`config.mk`:
```
export PLATFORM = sky130hd
export DESIGN_NAME = desc_ring_cache
export DESIGN_NICKNAME = d
export VERILOG_FILES = /design/src/rtl/desc_ring_pkg.sv /design/src/rtl/desc_ring_ctrl.sv /design/src/rtl/desc_ring_path.sv /design/src/rtl/desc_ring_cache.sv
export SDC_FILE = /design/constraint.sdc
export NUM_CORES = 1
export LEC_CHECK = 0
export ABC_CLOCK_PERIOD_IN_PS = 13200
export BUFFER_PORTS_ARGS = -buffer_cell sky130_fd_sc_hd__buf_2
export CORE_MARGIN = 2
export CORE_UTILIZATION = 65
export CTS_BUF_LIST = sky130_fd_sc_hd__clkbuf_16
export CTS_CLUSTER_SIZE = 28
export DETAILED_ROUTE_END_ITERATION = 7
export PLACE_DENSITY = 0.88
export RECOVER_POWER = 25
export SYNTH_ARGS = -nofsm -noshare
export SYNTH_HDL_FRONTEND = slang
export SYNTH_SLANG_ARGS = --single-unit
export TNS_END_PERCENT = 10
```
`constraint.sdc`:
```
create_clock -name clk -period 13.2 [get_ports clk]
set_input_delay 2.64 -clock clk [delete_from_list [all_inputs] [get_ports clk]]
set_output_delay 2.64 -clock clk [all_outputs]
set_load 0.02 [all_outputs]
```
`src/rtl/desc_ring_pkg.sv`:
```
package desc_ring_pkg;
  typedef enum logic [1:0] {
    SEL_BASE = 2'd0,
    SEL_LEN  = 2'd1,
    SEL_HEAD = 2'd2,
    SEL_TAIL = 2'd3
  } cfgSel_e;

  // strobes from control to datapath
  typedef struct packed {
    logic fetchIssue;
    logic fetchDone;
    logic wbIssue;
    logic wbDone;
    logic popTake;
    logic cfgAccept;
    logic cfgReject;
    logic cacheClear;
  } ringStrobe_t;
endpackage

```
`src/rtl/desc_ring_ctrl.sv`:
```
module desc_ring_ctrl
  import desc_ring_pkg::*;
#(
  parameter int CACHE_SLOTS = 16,
  parameter int IDX_W       = 12,
  parameter int CNT_W       = 5
) (
  input  logic             clk,
  input  logic             rstN,
  input  logic             cfgWrEn,
  input  logic [1:0]       cfgSel,
  input  logic             rdDone,
  input  logic             wrDone,
  input  logic             wbReq,
  input  logic [IDX_W-1:0] wbMask,
  input  logic             popReady,
  input  logic [IDX_W-1:0] ringLen,
  input  logic [IDX_W-1:0] ringHead,
  input  logic [IDX_W-1:0] ringTail,
  input  logic [IDX_W-1:0] prePtr,
  input  logic [CNT_W-1:0] unusedCnt,
  input  logic [CNT_W-1:0] usedCnt,
  output ringStrobe_t      stb,
  output logic [CNT_W-1:0] fetchCnt,
  output logic [CNT_W-1:0] wbCnt
);
  localparam int SW = IDX_W + 1;

  logic             fetchBusy, wbBusy, moreWb, retryWb;
  logic [IDX_W-1:0] keptMask;

  logic             structWrite, illegal;
  logic [IDX_W-1:0] rawFetch;
  logic [CNT_W-1:0] freeSlots;
  logic             wbTrig, queueOnly, reachEnd;
  logic [IDX_W-1:0] effMask;
  logic [SW-1:0]    endSum;

  always_comb begin
    structWrite = cfgWrEn && (cfgSel != SEL_TAIL);
    illegal     = structWrite && ((usedCnt != '0) || fetchBusy || wbBusy);

    rawFetch  = (ringTail >= prePtr) ? (ringTail - prePtr) : (ringLen - prePtr);
    freeSlots = CNT_W'(CACHE_SLOTS) - usedCnt - unusedCnt;
    fetchCnt  = (rawFetch < IDX_W'(freeSlots)) ? CNT_W'(rawFetch) : freeSlots;

    wbTrig    = wbReq || retryWb;
    effMask   = wbReq ? wbMask : keptMask;
    queueOnly = wbTrig && wbBusy && (effMask < keptMask);
    endSum    = SW'(ringHead) + SW'(usedCnt);
    reachEnd  = endSum >= SW'(ringLen);
    if (reachEnd)             wbCnt = CNT_W'(ringLen - ringHead);
    else if (effMask != '0)   wbCnt = usedCnt & ~CNT_W'(effMask);
    else                      wbCnt = usedCnt;

    stb.cfgAccept  = cfgWrEn && !illegal;
    stb.cfgReject  = illegal;
    stb.cacheClear = structWrite && !illegal;
    stb.fetchIssue = !fetchBusy && !cfgWrEn && (fetchCnt != '0);
    stb.fetchDone  = rdDone && fetchBusy;
    stb.wbIssue    = wbTrig && !queueOnly && !wbBusy && !cfgWrEn && (wbCnt != '0);
    stb.wbDone     = wrDone && wbBusy;
    stb.popTake    = popReady && (unusedCnt != '0) && !stb.cacheClear;
  end

  always_ff @(posedge clk) begin
    if (!rstN) begin
      fetchBusy <= 1'b0;
      wbBusy    <= 1'b0;
      moreWb    <= 1'b0;
      retryWb   <= 1'b0;
      keptMask  <= '0;
    end else begin
      if (stb.fetchIssue)     fetchBusy <= 1'b1;
      else if (stb.fetchDone) fetchBusy <= 1'b0;

      if (stb.wbIssue)        wbBusy <= 1'b1;
      else if (stb.wbDone)    wbBusy <= 1'b0;

      if (wbTrig) begin
        keptMask <= effMask;
        moreWb   <= queueOnly ? 1'b1 : reachEnd;
        retryWb  <= 1'b0;
      end else if (stb.wbDone) begin
        retryWb  <= moreWb;
      end
    end
  end
endmodule

```
`src/rtl/desc_ring_path.sv`:
```
module desc_ring_path
  import desc_ring_pkg::*;
#(
  parameter int ADDR_W    = 32,
  parameter int IDX_W     = 12,
  parameter int CNT_W     = 5,
  parameter bit IRQ_ON_WB = 1'b1
) (
  input  logic              clk,
  input  logic              rstN,
  input  ringStrobe_t       stb,
  input  logic [1:0]        cfgSel,
  input  logic [ADDR_W-1:0] cfgData,
  input  logic [CNT_W-1:0]  fetchCnt,
  input  logic [CNT_W-1:0]  wbCnt,
  output logic [IDX_W-1:0]  ringLen,
  output logic [IDX_W-1:0]  ringHead,
  output logic [IDX_W-1:0]  ringTail,
  output logic [IDX_W-1:0]  prePtr,
  output logic [CNT_W-1:0]  unusedCnt,
  output logic [CNT_W-1:0]  usedCnt,
  output logic              rdReq,
  output logic [ADDR_W-1:0] rdAddr,
  output logic [CNT_W-1:0]  rdCount,
  output logic              wrReq,
  output logic [ADDR_W-1:0] wrAddr,
  output logic [CNT_W-1:0]  wrCount,
  output logic              popValid,
  output logic [IDX_W-1:0]  popIdx,
  output logic [IDX_W:0]    descLeft,
  output logic              wbIrq,
  output logic              cfgErr
);
  localparam int SW = IDX_W + 1;

  logic [ADDR_W-1:0] ringBase;
  logic [CNT_W-1:0]  flightFetch, flightWb;
  logic [SW-1:0]     ptrSum, headSum, consSum;
  logic [IDX_W-1:0]  gap;

  always_comb begin
    ptrSum   = SW'(prePtr) + SW'(flightFetch);
    headSum  = SW'(ringHead) + SW'(flightWb);
    consSum  = SW'(popIdx) + SW'(1);
    gap      = (prePtr >= ringTail) ? (prePtr - ringTail) : (ringTail - prePtr);
    descLeft = SW'(unusedCnt) + SW'(gap);
    popValid = unusedCnt != '0;
  end

  always_ff @(posedge clk) begin
    if (!rstN) begin
      ringBase <= '0; ringLen <= '0; ringHead <= '0; ringTail <= '0;
      prePtr <= '0; unusedCnt <= '0; usedCnt <= '0; popIdx <= '0;
      flightFetch <= '0; flightWb <= '0;
      rdReq <= 1'b0; rdAddr <= '0; rdCount <= '0;
      wrReq <= 1'b0; wrAddr <= '0; wrCount <= '0;
      cfgErr <= 1'b0;
    end else begin
      cfgErr <= stb.cfgReject;
      if (stb.cfgAccept) begin
        case (cfgSel)
          SEL_BASE: ringBase <= cfgData;
          SEL_LEN:  ringLen  <= cfgData[IDX_W+3:4];
          SEL_HEAD: ringHead <= cfgData[IDX_W-1:0];
          default:  ringTail <= cfgData[IDX_W-1:0];
        endcase
      end
      if (stb.cacheClear) begin
        unusedCnt <= '0;
        usedCnt   <= '0;
        prePtr    <= '0;
        popIdx    <= '0;
      end else begin
        unusedCnt <= unusedCnt + (stb.fetchDone ? flightFetch : '0) - CNT_W'(stb.popTake);
        usedCnt   <= usedCnt + CNT_W'(stb.popTake) - (stb.wbIssue ? wbCnt : '0);
        if (stb.fetchDone)
          prePtr <= (ptrSum == SW'(ringLen)) ? '0 : ptrSum[IDX_W-1:0];
        if (stb.popTake)
          popIdx <= (consSum == SW'(ringLen)) ? '0 : consSum[IDX_W-1:0];
      end
      if (stb.wbDone)
        ringHead <= (headSum >= SW'(ringLen)) ? IDX_W'(headSum - SW'(ringLen))
                                              : headSum[IDX_W-1:0];

      rdReq <= stb.fetchIssue;
      if (stb.fetchIssue) begin
        flightFetch <= fetchCnt;
        rdCount     <= fetchCnt;
        rdAddr      <= ringBase + (ADDR_W'(prePtr) << 4);
      end
      wrReq <= stb.wbIssue;
      if (stb.wbIssue) begin
        flightWb <= wbCnt;
        wrCount  <= wbCnt;
        wrAddr   <= ringBase + (ADDR_W'(ringHead) << 4);
      end
    end
  end

  generate
    if (IRQ_ON_WB) begin : gIrq
      always_ff @(posedge clk) begin
        if (!rstN) wbIrq <= 1'b0;
        else       wbIrq <= stb.wbDone;
      end
    end else begin : gNoIrq
      assign wbIrq = 1'b0;
    end
  endgenerate
endmodule

```
`src/rtl/desc_ring_cache.sv`:
```
module desc_ring_cache
  import desc_ring_pkg::*;
#(
  parameter int ADDR_W      = 32,
  parameter int IDX_W       = 12,
  parameter int CACHE_SLOTS = 16,
  parameter bit IRQ_ON_WB   = 1'b1,
  localparam int CNT_W      = $clog2(CACHE_SLOTS + 1)
) (
  input  logic              clk,
  input  logic              rstN,
  input  logic              cfgWrEn,
  input  logic [1:0]        cfgSel,
  input  logic [ADDR_W-1:0] cfgData,
  output logic              rdReq,
  output logic [ADDR_W-1:0] rdAddr,
  output logic [CNT_W-1:0]  rdCount,
  input  logic              rdDone,
  output logic              wrReq,
  output logic [ADDR_W-1:0] wrAddr,
  output logic [CNT_W-1:0]  wrCount,
  input  logic              wrDone,
  input  logic              wbReq,
  input  logic [IDX_W-1:0]  wbMask,
  output logic              popValid,
  input  logic              popReady,
  output logic [IDX_W-1:0]  popIdx,
  output logic [IDX_W-1:0]  ringHead,
  output logic [IDX_W:0]    descLeft,
  output logic [CNT_W-1:0]  descUsed,
  output logic              wbIrq,
  output logic              cfgErr
);
  ringStrobe_t      stb;
  logic [CNT_W-1:0] fetchCnt, wbCnt, unusedCnt;
  logic [IDX_W-1:0] ringLen, ringTail, prePtr;

  desc_ring_ctrl #(.CACHE_SLOTS(CACHE_SLOTS), .IDX_W(IDX_W), .CNT_W(CNT_W)) uCtrl (
    .clk, .rstN, .cfgWrEn, .cfgSel, .rdDone, .wrDone, .wbReq, .wbMask, .popReady,
    .ringLen, .ringHead, .ringTail, .prePtr, .unusedCnt, .usedCnt(descUsed),
    .stb, .fetchCnt, .wbCnt
  );

  desc_ring_path #(.ADDR_W(ADDR_W), .IDX_W(IDX_W), .CNT_W(CNT_W), .IRQ_ON_WB(IRQ_ON_WB)) uPath (
    .clk, .rstN, .stb, .cfgSel, .cfgData, .fetchCnt, .wbCnt,
    .ringLen, .ringHead, .ringTail, .prePtr, .unusedCnt, .usedCnt(descUsed),
    .rdReq, .rdAddr, .rdCount, .wrReq, .wrAddr, .wrCount,
    .popValid, .popIdx, .descLeft, .wbIrq, .cfgErr
  );
endmodule

```
==> results of run 1 <==
[final cells by class]
cell class,instances,area (um2)
clock inverter,15,244.0
inverter,130,489.2
timing repair buffer,181,832.0
tap,285,356.6
fill,1818,6168
clock buffer,17,425.4
sequential,196,3924
multi-input combinational,1463,10130
[cells in the final DEF, fill, tap and decap left out, drive strengths merged, types with 17 or more instances in the layout]
| master | instances |
|---|---|
| mux2i | 74 |
| a21oi | 182 |
| nor3 | 43 |
| xnor2 | 104 |
| a21o | 30 |
| dfxtp | 196 |
| nand2 | 222 |
| nor2b | 24 |
| o21a | 26 |
| nor4 | 17 |
| nand3 | 50 |
| nor2 | 135 |
| inv | 140 |
| buf | 108 |
| clkbuf | 90 |
| xor2 | 49 |
| ha | 146 |
| and2 | 18 |
| a211oi | 29 |
| o21ai | 105 |
[power by group through the flow]
stage / registers, uW / clock network (uW) / logic (uW)
floorplan: 793 / 0 / 1540
global placement: 779 / 0 / 2000
detailed placement: 782 / 0 / 2040
CTS: 769 / 590 / 2060
global route: 779 / 614 / 2280
finish: 775 / 588 / 2100
[metal layers]
| metal | vias to the layer above | global-route usage | part of all wire |
|---|---|---|---|
| met5 | - | 0 | 0.00016 |
| met4 | 2 | 0.1691 | 0.044 |
| met3 | 138 | 0.07549 | 0.095 |
| met2 | 705 | 0.5910 | 0.46 |
| met1 | 6682 | 0.4688 | 0.40 |
| li1 | 6769 | - | - |
[worst max-delay path by stage]
stage	end	depth (start not counted)
2_1_floorplan	descLeft[10]	18
3_3_place_gp	descLeft[10]	17
3_5_place_dp	descLeft[10]	17
4_1_cts	descLeft[10]	17
5_1_grt	uPath.cfgErr	5
6_report	uPath.cfgErr	5
[cell families after synthesis]
family | after synthesis | share of synthesized area
simple gates | 600 | 0.1913
fa+ha+maj | 160 | 0.1413
buf+inv | 219 | 0.05855
xor+xnor | 153 | 0.08984
compound gates | 461 | 0.1939
flops | 196 | 0.2631
mux | 89 | 0.06207
[flip-flops by register name, indices dropped and copies added, names as in the netlist]
name and flops:
uPath.ringBase 32, uPath.wrReq 1, uPath.ringHead 12, uPath.rdCount 5, uCtrl.keptMask 12, uPath.wbIrq 1
uPath.ringLen 12, uPath.usedCnt 5, uPath.rdReq 1, uPath.wrCount 5, uCtrl.fetchBusy 1, uCtrl.moreWb 1
uPath.ringTail 12, uCtrl.retryWb 1, uPath.cfgErr 1, uPath.wrAddr 32, uCtrl.wbBusy 1, uPath.unusedCnt 5
uPath.rdAddr 32, uPath.prePtr 12, uPath.popIdx 12
[per-stage QoR]
stage	power, uW	hold slack (ns)	area (um2)
finish	3458	0.4657	16400
global route	3674	0.4838	16400
CTS	3423	0.4645	16500
detailed placement	2827	0.4508	15830
global placement	2775	0.4431	15830
floorplan	2333	0.4482	14920
[worst min-delay path: cells and delay by family, from the launching register on]
kind             cells  cell delay [ns]
flip-flops           1             0.32
AND/OR/NAND/NOR      1             0.05
multiplexers         1             0.05
[cell usage after synthesis (all sizes together) (7+ instances only)]
cell,count,share of area
clkbuf,69,0.017
or2,9,0.0038
nor2,135,0.034
nand3,50,0.017
and2,18,0.0075
buf,20,0.0084
nand2b,14,0.0059
fa,14,0.019
xor2,49,0.029
dfxtp,196,0.26
xnor2,104,0.061
o21ai,105,0.035
nand4,13,0.0059
ha,146,0.12
nand2,222,0.056
o21bai,10,0.0050
and3,11,0.0046
nor4,17,0.0084
a21o,30,0.015
o31ai,14,0.0080
inv,130,0.033
nand3b,7,0.0035
nor3b,8,0.0040
a21oi,182,0.061
mux2,15,0.011
nor3,43,0.014
or3,10,0.0049
nor2b,24,0.010
o21a,26,0.013
a211oi,29,0.015
mux2i,74,0.051
==> impl_metrics.toml, run 1 <==
[status]
status = "complete, but fails checks"
violations = "max-capacitance violations, max-slew violations"

[global_routing]
grt_pass1_wl_um = 70410
grt.total_usage = 0.3652
grt_max_degree = 86
overflow = 0
grt_antenna_before_repair = 1
grt_pass1_vias = 13710

[power]
internal_power_uw = 1745
clkPwrFrac = 0.170
switching_share = 0.4953
power.density_nw_per_um2 = 210.8
p_leak_uw = 0.006985
ir_drop_v = 0.0002396
p_seq_frac = 0.224
power_frac_comb = 0.606
p_switching_uw = 1713

[synth]
async_flop_share = 0
synth.cell_area_um2 = 14920
ys_seq_area_frac = 0.2631
synth-edff-count = 0
syn_inst = 1878
ys_ff_latch = 196
syn-num-nets = 2091
yosysWarnings = 0
synthFlopType = "dfxtp_1"
ys_types = 82
syn_area_per_cell_um2 = 7.942

[critical_path]
crit_chain = "buf_2 > clkbuf_1 > clkinv_2 > buf_4 > nor4_1"
crit_type = "input pin to flop"
reg2regPathDepth = 27
slowest_delay_ns = 2.63
critPathArrivalTime_ns = 8.64
r2r_start = "uPath.ringHead[1]"
cp-start-kind = "input pin"
reg2reg_slack_ns = 7.12
path_max_fanout = 85
crit_required_ns = 13.49
slowest_stage = "clkbuf_1"
cp_top_family = "buffers and inverters"
path_buf_inv = 4
end_kind = "flop"
crit_start = "rstN"
r2r-end = "uPath.usedCnt[4]"

[place]
pre_cts_ws_ns = 5.723
dp.cells = 2255
place_congestion = 0.9544
io_buffers = 173
hpwl_um = 33070

[layout]
drive_above_1_share = 0.09391
area_growth_pct = 9.974
fin_cells = 2287
nets = 2202
final_util = 0.7267
n_antenna_cell = 0

[worst_hold_path]
hold_path.class = "flop to flop"
hold-path-cell-count = 2
min_to = "uPath.rdAddr[3]"
min_from = "uPath.rdAddr[3]"

[timing]
hold_violations = 0
setup_viol = 0
worstMarginPinSlew_ns = 3.863
max_freq_ghz = 0.1198
rsz0062_at_grt = "false"
maxSlewViolCount = 86
worst_slack_ns = 4.854
setup_tns_ns = 0
finalCritPeriodShare = 0.6323
fin_skew_ns = 0.02090
min_period_ns = 8.346
max_slew_margin = -1.575

[drt]
drtIter0Drc = 1319
routed_wl_um = 44530
vias = 14300
drt_pass1_iterations = 6
drc = 0
via_per_inst = 6.251
postRouteAntennaNets = 0
wl_per_cell_um = 19.47

[clocking]
h-tree-depth = 4
cts_setup_buffers = 0
cts_root_buf = "clkbuf_16"
cts.hold.buffers_added = 0
clockBufferDepth = 2
cts_resized = 0
cts_sinks = 196
worstSkewPairLatency_ns = 0.47
cts_buffers = 17
path_clk_slew_ns = 0.09
cts_tree = "built"

[floorplan]
start_util = 0.6608
die-area_um2 = 24170
dieHeight_um = 155.5
io_pins = 174
rows = 55
die_x_um = 155.5
core_area_um2 = 22570

[run]
cap_violations = 1
(Power assumes the default switching activity.)
==> run 2: changes to the inputs <==
--- a/config.mk
+++ b/config.mk
@@ -5,14 +5,14 @@
 export SDC_FILE = /design/constraint.sdc
 export NUM_CORES = 1
 export LEC_CHECK = 0
-export ABC_CLOCK_PERIOD_IN_PS = 13200
+export ABC_CLOCK_PERIOD_IN_PS = 8350
 export BUFFER_PORTS_ARGS = -buffer_cell sky130_fd_sc_hd__buf_2
 export CORE_MARGIN = 2
-export CORE_UTILIZATION = 65
+export CORE_UTILIZATION = 60
 export CTS_BUF_LIST = sky130_fd_sc_hd__clkbuf_16
 export CTS_CLUSTER_SIZE = 28
 export DETAILED_ROUTE_END_ITERATION = 7
-export PLACE_DENSITY = 0.88
+export PLACE_DENSITY = 0.82
 export RECOVER_POWER = 25
 export SYNTH_ARGS = -nofsm -noshare
 export SYNTH_HDL_FRONTEND = slang
==> constraint.sdc (replaced) <==
create_clock -name clk -period 8.35 [get_ports clk]
set_input_delay 1.67 -clock clk [delete_from_list [all_inputs] [get_ports clk]]
set_output_delay 1.67 -clock clk [all_outputs]
set_load 0.02 [all_outputs]
==> run 2 against run 1 <==
Against the previous run:
- the flow now finishes without violations
- setup slack got worse by 3.1 ns
- wire length grew 0.92%
- global-route usage down 2.8 points
- die area grew 8.1%
- sequential share of layout area fell by 0.091 points
- clock power rose by 58%
- total power up 57%
==> impl_metrics.toml, run 2 (synthesized netlist as in run 1, its figures left out) <==
[status]
status = "complete, no violations"

[power]
power_frac_comb = 0.603
p_switching_uw = 2667
switching_share = 0.4918
p_seq_frac = 0.227
power.density_nw_per_um2 = 329.4
clkPwrFrac = 0.171
ir_drop_v = 0.0003229
p_leak_uw = 0.007015
internal_power_uw = 2756

[drt]
drt_pass1_iterations = 5
routed_wl_um = 44940
via_per_inst = 6.129
drtIter0Drc = 1378
wl_per_cell_um = 19.31
postRouteAntennaNets = 0
drc = 0
vias = 14270

[clocking]
cts_buffers = 17
cts_resized = 0
h-tree-depth = 4
clockBufferDepth = 2
cts_setup_buffers = 0
cts.hold.buffers_added = 0
path_clk_slew_ns = 0.10
cts_tree = "built"
worstSkewPairLatency_ns = 0.46
cts_sinks = 196
cts_root_buf = "clkbuf_16"

[layout]
fill_cells = 2114
drive_above_1_share = 0.09830
nets = 2204
layout.cells.most_common = "nand2_1"
n_antenna_cell = 0
fin_cells = 2328
area_growth_pct = 10.39
final_cell_mix = "222 x nand2_1, 196 x dfxtp_1, 182 x a21oi_1"
final_area_um2 = 16470
ff_latch_area_um2 = 3924
multi_input_area_um2 = 10130
reg.largest.list = "uPath.rdAddr (32), uPath.ringBase (32), uPath.wrAddr (32)"

[critical_path]
crit_cells = 17
cpMostUsedCell = "a21oi_1"
path_max_fanout = 17
cp_top_family = "compound AO/OA/AOI/OAI gates"
cp-start-kind = "flop"
reg2regPathDepth = 27
slowest_delay_ns = 0.66
reg2reg_slack_ns = 2.32
critPathArrivalTime_ns = 4.93
crit_type = "flop to output port"
slowest_stage = "ha_1"
crit_chain = "ha_1 > a21oi_1 > o211ai_1 > o311ai_4 > a311oi_4 > mux2_2 > fa_1 > a21o_1 > a21oi_1 > inv_1 > a21oi_1 > nor2_1 > mux2i_1 > nor4_1 > nand2_1 > xor2_1 > buf_2"
path_buf_inv = 2
end_kind = "output port"
crit_required_ns = 6.68

[place]
hpwl_um = 33780
pre_cts_ws_ns = 2.280
io_buffers = 173
dp.cells = 2296
place_congestion = 0.9836
place_area_um2 = 15890

[timing]
maxSlewViolCount = 0
worstMarginPinSlew_ns = 1.236
setup_viol = 0
setup_tns_ns = 0
rsz0062_at_grt = "false"
finalCritPeriodShare = 0.7902
max_freq_ghz = 0.1516
hold_ws_ns = 0.4648
worst_slack_ns = 1.752
fin_skew_ns = 0.02140
max_slew_margin = 0.1717
min_period_ns = 6.598
hold_violations = 0

[global_routing]
grt_pass1_vias = 13270
grt_antenna_before_repair = 0
grt.total_usage = 0.3370
grt_max_degree = 84
overflow = 0
grt_pass1_wl_um = 70440

[worst_hold_path]
hold-path-cell-count = 2
hold_path.class = "flop to flop"

[floorplan]
die_x_um = 161.7
dieHeight_um = 161.7
core_area_um2 = 24390
rows = 57
start_util = 0.6115
io_pins = 174
die-area_um2 = 26140

[run]
cap_violations = 0
run 2: power groups by stage:
stage               sequential [uW]  combinational (uW)  clock [uW]
floorplan                      1250                2430           0
global placement               1240                3150           0
detailed placement             1240                3210           0
CTS                            1220                3230         929
global route                   1240                3570         964
finish                         1230                3270         927
run 2: area by class of cell:
cell class | instances | area share
clock inverters | 15 | 0.01406
clock buffers | 17 | 0.02584
well taps | 324 | 0.02462
multi-input cells | 1463 | 0.6153
inverters | 130 | 0.02971
flip-flops and latches | 196 | 0.2383
repair buffers | 183 | 0.05213
run 2: metrics by stage:
stage | total power (uW) | util
final | 5423 | 0.6751
after global routing | 5774 | 0.6751
after CTS | 5382 | 0.6785
after detailed placement | 4453 | 0.6515
after global placement | 4392 | 0.6515
after floorplan | 3688 | -
run 2: routing by layer:
metal,wire (um),vias up,GRT usage
met5,0,-,0
li1,-,6781,-
met1,18840,6745,0.4442
met4,1455,0,0.1199
met2,20990,638,0.5631
met3,3655,104,0.05209
run 2: worst paths after layout:
path,endpoint,startpoint
hold reg to reg,uPath.rdAddr[24],uPath.rdAddr[24]
setup / recovery,descLeft[10],uPath.prePtr[5]
setup reg to reg,uPath.usedCnt[4],uPath.ringHead[1]
hold / removal,uPath.rdAddr[24],uPath.rdAddr[24]
run 2: worst min-delay path, stage by stage, from the launching register on:
cell and delay (ns):
dfxtp_1 0.32, nand2_1 0.05, mux2i_1 0.05
